==> src/rtl/fpxPkg.sv <==
package fpxPkg;
  localparam logic [2:0] OPC_ADD = 3'd0;
  localparam logic [2:0] OPC_SUB = 3'd1;
  localparam logic [2:0] OPC_MUL = 3'd2;
  localparam logic [2:0] OPC_DIV = 3'd3;
  localparam logic [2:0] OPC_CMP = 3'd4;

  typedef struct packed {
    logic sign;
    logic isZero;
    logic isInf;
    logic isNan;
    logic isSnan;
    logic isDenorm;
  } wordClass_t;

  typedef struct packed {
    logic capture;
    logic addSub;
    logic negate;
    logic mulOp;
    logic divOp;
  } ctrlStrobe_t;

  typedef struct packed {
    logic underflow;
    logic overflow;
    logic divZero;
    logic illegal;
    logic denormal;
  } excFlags_t;
endpackage

==> src/rtl/fpxClassify.sv <==
module fpxClassify
  import fpxPkg::*;
#(
  parameter int EXP_W  = 8,
  parameter int FRAC_W = 23
) (
  input  logic [EXP_W+FRAC_W:0] word,
  output wordClass_t            cls
);
  localparam int QBIT = FRAC_W - 1;

  logic [EXP_W-1:0]  expField;
  logic [FRAC_W-1:0] fracField;
  logic expOnes, expZero, fracZero;

  always_comb begin
    expField  = word[EXP_W+FRAC_W-1:FRAC_W];
    fracField = word[FRAC_W-1:0];
    expOnes   = &expField;
    expZero   = ~|expField;
    fracZero  = ~|fracField;
    cls.sign     = word[EXP_W+FRAC_W];
    cls.isZero   = expZero & fracZero;
    cls.isDenorm = expZero & ~fracZero;
    cls.isInf    = expOnes & fracZero;
    cls.isNan    = expOnes & ~fracZero;
    cls.isSnan   = expOnes & ~fracZero & ~fracField[QBIT];
  end

  always_comb begin
    assert_class_exclusive_R11: assert ($onehot0({cls.isZero, cls.isDenorm, cls.isInf, cls.isNan}));
  end
endmodule

==> src/rtl/fpxControl.sv <==
module fpxControl
  import fpxPkg::*;
(
  input  logic        clk,
  input  logic        rstN,
  input  logic        inValid,
  input  logic [2:0]  opCode,
  output ctrlStrobe_t strobe
);
  always_comb begin
    strobe.capture = inValid;
    strobe.addSub  = inValid & ((opCode == OPC_ADD) | (opCode == OPC_SUB));
    strobe.negate  = inValid & (opCode == OPC_SUB);
    strobe.mulOp   = inValid & (opCode == OPC_MUL);
    strobe.divOp   = inValid & (opCode == OPC_DIV);
  end

  assert_strobe_onehot_R11: assert property (@(posedge clk) disable iff (!rstN)
    $onehot0({strobe.addSub, strobe.mulOp, strobe.divOp}));
  assert_strobe_gated_R1: assert property (@(posedge clk) disable iff (!rstN)
    !strobe.capture |-> !(strobe.addSub | strobe.mulOp | strobe.divOp));
endmodule

==> src/rtl/fpxDatapath.sv <==
module fpxDatapath
  import fpxPkg::*;
#(
  parameter int EXP_W  = 8,
  parameter int FRAC_W = 23
) (
  input  logic                  clk,
  input  logic                  rstN,
  input  ctrlStrobe_t           strobe,
  input  logic [EXP_W+FRAC_W:0] opA,
  input  logic [EXP_W+FRAC_W:0] opB,
  input  logic [EXP_W+FRAC_W:0] rawResult,
  output excFlags_t             flags,
  output logic                  anyExc
);
  localparam int WORD_W = EXP_W + FRAC_W + 1;
  localparam int N_WORDS = 3;

  logic [WORD_W-1:0] words [N_WORDS];
  wordClass_t        cls   [N_WORDS];

  always_comb begin
    words[0] = opA;
    words[1] = opB;
    words[2] = rawResult;
  end

  for (genvar i = 0; i < N_WORDS; i++) begin : gClass
    fpxClassify #(.EXP_W(EXP_W), .FRAC_W(FRAC_W)) uClass (
      .word(words[i]),
      .cls (cls[i])
    );
  end

  wordClass_t clsA, clsB, clsR;
  excFlags_t  nextFlags;
  logic       infMinusInf, zeroTimesInf, badDivide;

  always_comb begin
    clsA = cls[0];
    clsB = cls[1];
    clsR = cls[2];
    infMinusInf  = strobe.addSub & clsA.isInf & clsB.isInf &
                   (clsA.sign ^ clsB.sign ^ strobe.negate);
    zeroTimesInf = strobe.mulOp & ((clsA.isZero & clsB.isInf) | (clsA.isInf & clsB.isZero));
    badDivide    = strobe.divOp & ((clsA.isZero & clsB.isZero) | (clsA.isInf & clsB.isInf));
    nextFlags.underflow = clsR.isDenorm;
    nextFlags.overflow  = clsR.isNan;
    nextFlags.divZero   = strobe.divOp & clsB.isZero & ~clsA.isInf;
    nextFlags.illegal   = clsA.isSnan | clsB.isSnan | infMinusInf | zeroTimesInf | badDivide;
    nextFlags.denormal  = clsA.isDenorm | clsB.isDenorm;
  end

  always_ff @(posedge clk or negedge rstN) begin
    if (!rstN) begin
      flags  <= '0;
      anyExc <= 1'b0;
    end else if (strobe.capture) begin
      flags  <= nextFlags;
      anyExc <= |nextFlags;
    end else begin
      flags  <= '0;
      anyExc <= 1'b0;
    end
  end

  assert_any_matches_R10: assert property (@(posedge clk) disable iff (!rstN)
    anyExc == (|flags));
  assert_idle_clear_R1: assert property (@(posedge clk) disable iff (!rstN)
    !strobe.capture |=> (flags == '0) && !anyExc);
  assert_divzero_needs_div_R4: assert property (@(posedge clk) disable iff (!rstN)
    flags.divZero |-> $past(strobe.divOp));
  assert_underflow_denorm_R2: assert property (@(posedge clk) disable iff (!rstN)
    (strobe.capture && clsR.isDenorm) |=> flags.underflow);
  assert_overflow_nan_R3: assert property (@(posedge clk) disable iff (!rstN)
    (strobe.capture && clsR.isNan) |=> flags.overflow);
endmodule

==> src/rtl/fpxFlagTop.sv <==
module fpxFlagTop
  import fpxPkg::*;
#(
  parameter int EXP_W  = 8,
  parameter int FRAC_W = 23
) (
  input  logic                  clk,
  input  logic                  rstN,
  input  logic                  inValid,
  input  logic [2:0]            opCode,
  input  logic [EXP_W+FRAC_W:0] opA,
  input  logic [EXP_W+FRAC_W:0] opB,
  input  logic [EXP_W+FRAC_W:0] rawResult,
  output logic                  flagUnderflow,
  output logic                  flagOverflow,
  output logic                  flagDivZero,
  output logic                  flagIllegal,
  output logic                  flagDenormal,
  output logic                  anyExc
);
  ctrlStrobe_t strobe;
  excFlags_t   flags;

  fpxControl uCtrl (
    .clk    (clk),
    .rstN   (rstN),
    .inValid(inValid),
    .opCode (opCode),
    .strobe (strobe)
  );

  fpxDatapath #(.EXP_W(EXP_W), .FRAC_W(FRAC_W)) uData (
    .clk      (clk),
    .rstN     (rstN),
    .strobe   (strobe),
    .opA      (opA),
    .opB      (opB),
    .rawResult(rawResult),
    .flags    (flags),
    .anyExc   (anyExc)
  );

  always_comb begin
    flagUnderflow = flags.underflow;
    flagOverflow  = flags.overflow;
    flagDivZero   = flags.divZero;
    flagIllegal   = flags.illegal;
    flagDenormal  = flags.denormal;
  end

  assert_reset_quiet_R12: assert property (@(posedge clk)
    !rstN |=> !anyExc);
  assert_flags_follow_valid_R1: assert property (@(posedge clk) disable iff (!rstN)
    anyExc |-> $past(inValid));
endmodule

==> config.mk <==
export PLATFORM = sky130hd
export DESIGN_NAME = fpxFlagTop
export DESIGN_NICKNAME = d
export VERILOG_FILES = /design/src/rtl/fpxPkg.sv /design/src/rtl/fpxClassify.sv /design/src/rtl/fpxControl.sv /design/src/rtl/fpxDatapath.sv /design/src/rtl/fpxFlagTop.sv
export SDC_FILE = /design/constraint.sdc
export NUM_CORES = 1
export LEC_CHECK = 0
export BUFFER_PORTS_ARGS = -buffer_cell sky130_fd_sc_hd__clkbuf_2
export CORE_MARGIN = 5
export CORE_UTILIZATION = 23
export DETAILED_ROUTE_END_ITERATION = 10
export PLACE_DENSITY_LB_ADDON = 0.12
export SYNTH_ARGS = -nofsm -noshare
export SYNTH_HDL_FRONTEND = slang
export SYNTH_SLANG_ARGS = --single-unit
==> constraint.sdc <==
create_clock -name clk -period 0.8 [get_ports clk]
set_clock_uncertainty 0.2 [all_clocks]
set_input_delay 0 -clock clk [delete_from_list [all_inputs] [get_ports clk]]
set_output_delay 0 -clock clk [all_outputs]
set_load 0.005 [all_outputs]
==> qor.txt <==
Seq. cell area = 150.1 um^2
Worst setup path end = uData.anyExc
CTS max path bufs = 2
CP bufs+invs = 1
Drt first pass iters = 3
WHS = -201.0 ps
Number of buffers inserted by hold repair at cts = 1
Final Cell Area = 0.001519 mm^2
Layout Cells excl Fill = 238
First-pass GRT wire length = 4.229 mm
FFs w/ async S/R, synth = 100.0%
Area grow syn2layout = 157.8%
Starting Density = 24.01%
Critical path class = input pin to flop
CP delay by family, top = simple AND/OR/NAND/NOR gates
Synth area leader = dfrtp_1
Setup WS post-layout = -824.8 ps
Hold depth = 2
CP startpoint = opA[24]
DR vias/cell = 4.861
Syn_area_per_cell = 7.460 um^2
Routed wire length = 3.050 mm
Syn nets = 181
Layout cells sized above 1 = 71.63%
Worst Hold Launch = inValid
Diode count = 0
Root buf cell = clkbuf_4
Status = complete, but fails checks
Post-Syn Area = 589.3 um^2
Placed Cells incl. Taps = 232
Hold Fails Final Rpt = 11
CP cell instances = buf_6, or4_4, or2_0, or3_1, o211ai_1, a31oi_1, a31oi_1
Cell row count = 18
Pins Over Slew Limit = 0
Final worst-path cycle share = 203.1%
Synth warnings = 0
Die area = 0.003675 mm^2
Critical Path End Type = flop
Number of global-route vias before repair = 1124
I/O Pins = 108
Worst-path fanout max = 2
Share of the synthesized area in the top cell type = 25.48%
RSZ-0062 raised after global routing = true
Clock sinks = 6
Filler Cells Inserted = 247
Register area share after synthesis = 25.48%
Initial antenna violation count = 0
H-tree lvl count = 1
Data required, critical path = 750 ps
# Max-Cap Violations = 0
Gp weighted congestion = 0.6950
Avg WL per Cell = 12.82 um
PortBufs = 106
Fmax = 615.5 MHz
Final setup viols = 12
DR iter-0 viols = 21
Worst-path clk slew = 50 ps
Die height = 60.62 um
DRC viols = 0
Failing checks = hold timing, setup timing
Final #Nets = 312
Dominant synthesized flop cell = dfrtp_1
Hold Crit Class = input pin to flop
Tmin final = 1625 ps
Worst vdd ir = 0.7789 mV
Die W = 60.62 um
Number of flops mapped to enable cells by yosys = 0
WP depth = 7
Area of the multi-input gates = 585.6 um^2
Most instantiated cells after synthesis = nor4_1 (20), nand4_1 (10), nor2_1 (8)
Post-Synthesis Cells = 79
CP Launch Type = input pin
Leak pwr = 0.7421 nW
Most numerous cell on the critical path = a31oi_1
Total track usage = 14.73%
CTS buffer count = 3
Hpwl dp = 2.581 mm
Largest net degree at the start of global routing = 7
Setup TNS = -3201 ps
Post-DRT Antenna Nets = 0
Core area = 0.002455 mm^2
Top cells by area, synth = dfrtp_1 (25%), nor4_1 (21%), nand4_1 (11%)
Via Count = 1157
Critical Path Max Stage Delay = 520 ps
Relative slew slack = 73.20%
Distinct cells, synth = 21
#FFs+latches synth = 6
CTS tree = done
Crit path arrival time = 1580 ps
Slowest CP cell = or4_4
Slew @ Worst Pin = 398.3 ps
Pwr Density = 665.6 mW/mm^2
Area after DPL = 0.001325 mm^2
GRT overflow = 0
Count leader, synth = nor4_1
[cells by family after synthesis]
family,count (synthesis),share of synthesized area [%]
AND/OR/NAND/NOR,60,57.75
AO/OA/AOI/OAI,10,11.68
flip-flops,6,25.48
buffers and inverters,2,1.274
XOR/XNOR,1,3.821
[state kept, by name, indices dropped and copies added, names as in the netlist]
signal and flops:
uData.anyExc 1, uData.flags 5
[cells in the final DEF (no fill, tap or decap), types with 2 or more instances in the layout]
master    Yosys  final
nor2_2        1      2
nor4_2        0      3
clkbuf_4      0      3
or4_4         1      4
clkbuf_2      0    102
nor2_4        0      2
nor3_2        0      2
nor4_1       20     12
nand4_1      10     10
dfrtp_1       6      6
nor3_1        7      5
nor4_4        0      5
nor2_1        8      5
o211ai_1      3      3
buf_6         0      6
nand2_1       6      5
a31oi_1       3      3
buf_4         0     17
[what timing repair did]
| item | 4_1_cts | 5_1_grt |
|---|---|---|
| setup endpoints to repair | 12 | 12 |
| resized for setup | 3 | 24 |
| setup buffers | 1 | 1 |
| hold endpoints to repair | 11 | 11 |
| pin swaps | 2 | 10 |
[final cells by class]
class / count / share of cell area (%)
clock buffers: 3 / 1.483
inverters: 2 / 0.4942
multi-input cells: 71 / 38.55
flip-flops and latches: 6 / 9.885
well taps: 30 / 2.471
repair buffers: 126 / 47.12
[stage by stage]
stage | power (mW) | utilization (%) | setup WS (ps)
after floorplan | 0.3742 | - | -900.5
after detailed placement | 0.6882 | 53.98 | -1066
after global placement | 0.6769 | 53.98 | -1057
after global routing | 1.075 | 61.88 | -858.9
after CTS | 0.9634 | 56.27 | -819.7
final | 1.011 | 61.88 | -824.8
[where the power goes]
group	leakage [nW]	switching [mW]	internal [mW]
Clock	0.0138	0.0965	0.169
Sequential	0.0838	0.000210	0.306
Combinational	0.644	0.171	0.269
Total	0.742	0.268	0.743
[worst min path at each step]
stage                endpoint  slack (ps)
3_5_place_dp   uData.flags[2]        -370
2_1_floorplan    uData.anyExc        -500
5_1_grt        uData.flags[0]        -190
6_report       uData.flags[0]        -200
3_3_place_gp   uData.flags[2]        -370
4_1_cts        uData.flags[0]        -200
[per-layer routing]
metal,vias up,GRT usage [%],routed length [um]
met4,0,4.954,36
met1,520,15.57,974
li1,596,-,-
met2,35,28.40,1835
met3,6,3.191,204
met5,-,0,0
Note: power is estimated with default switching activity, not from simulation.
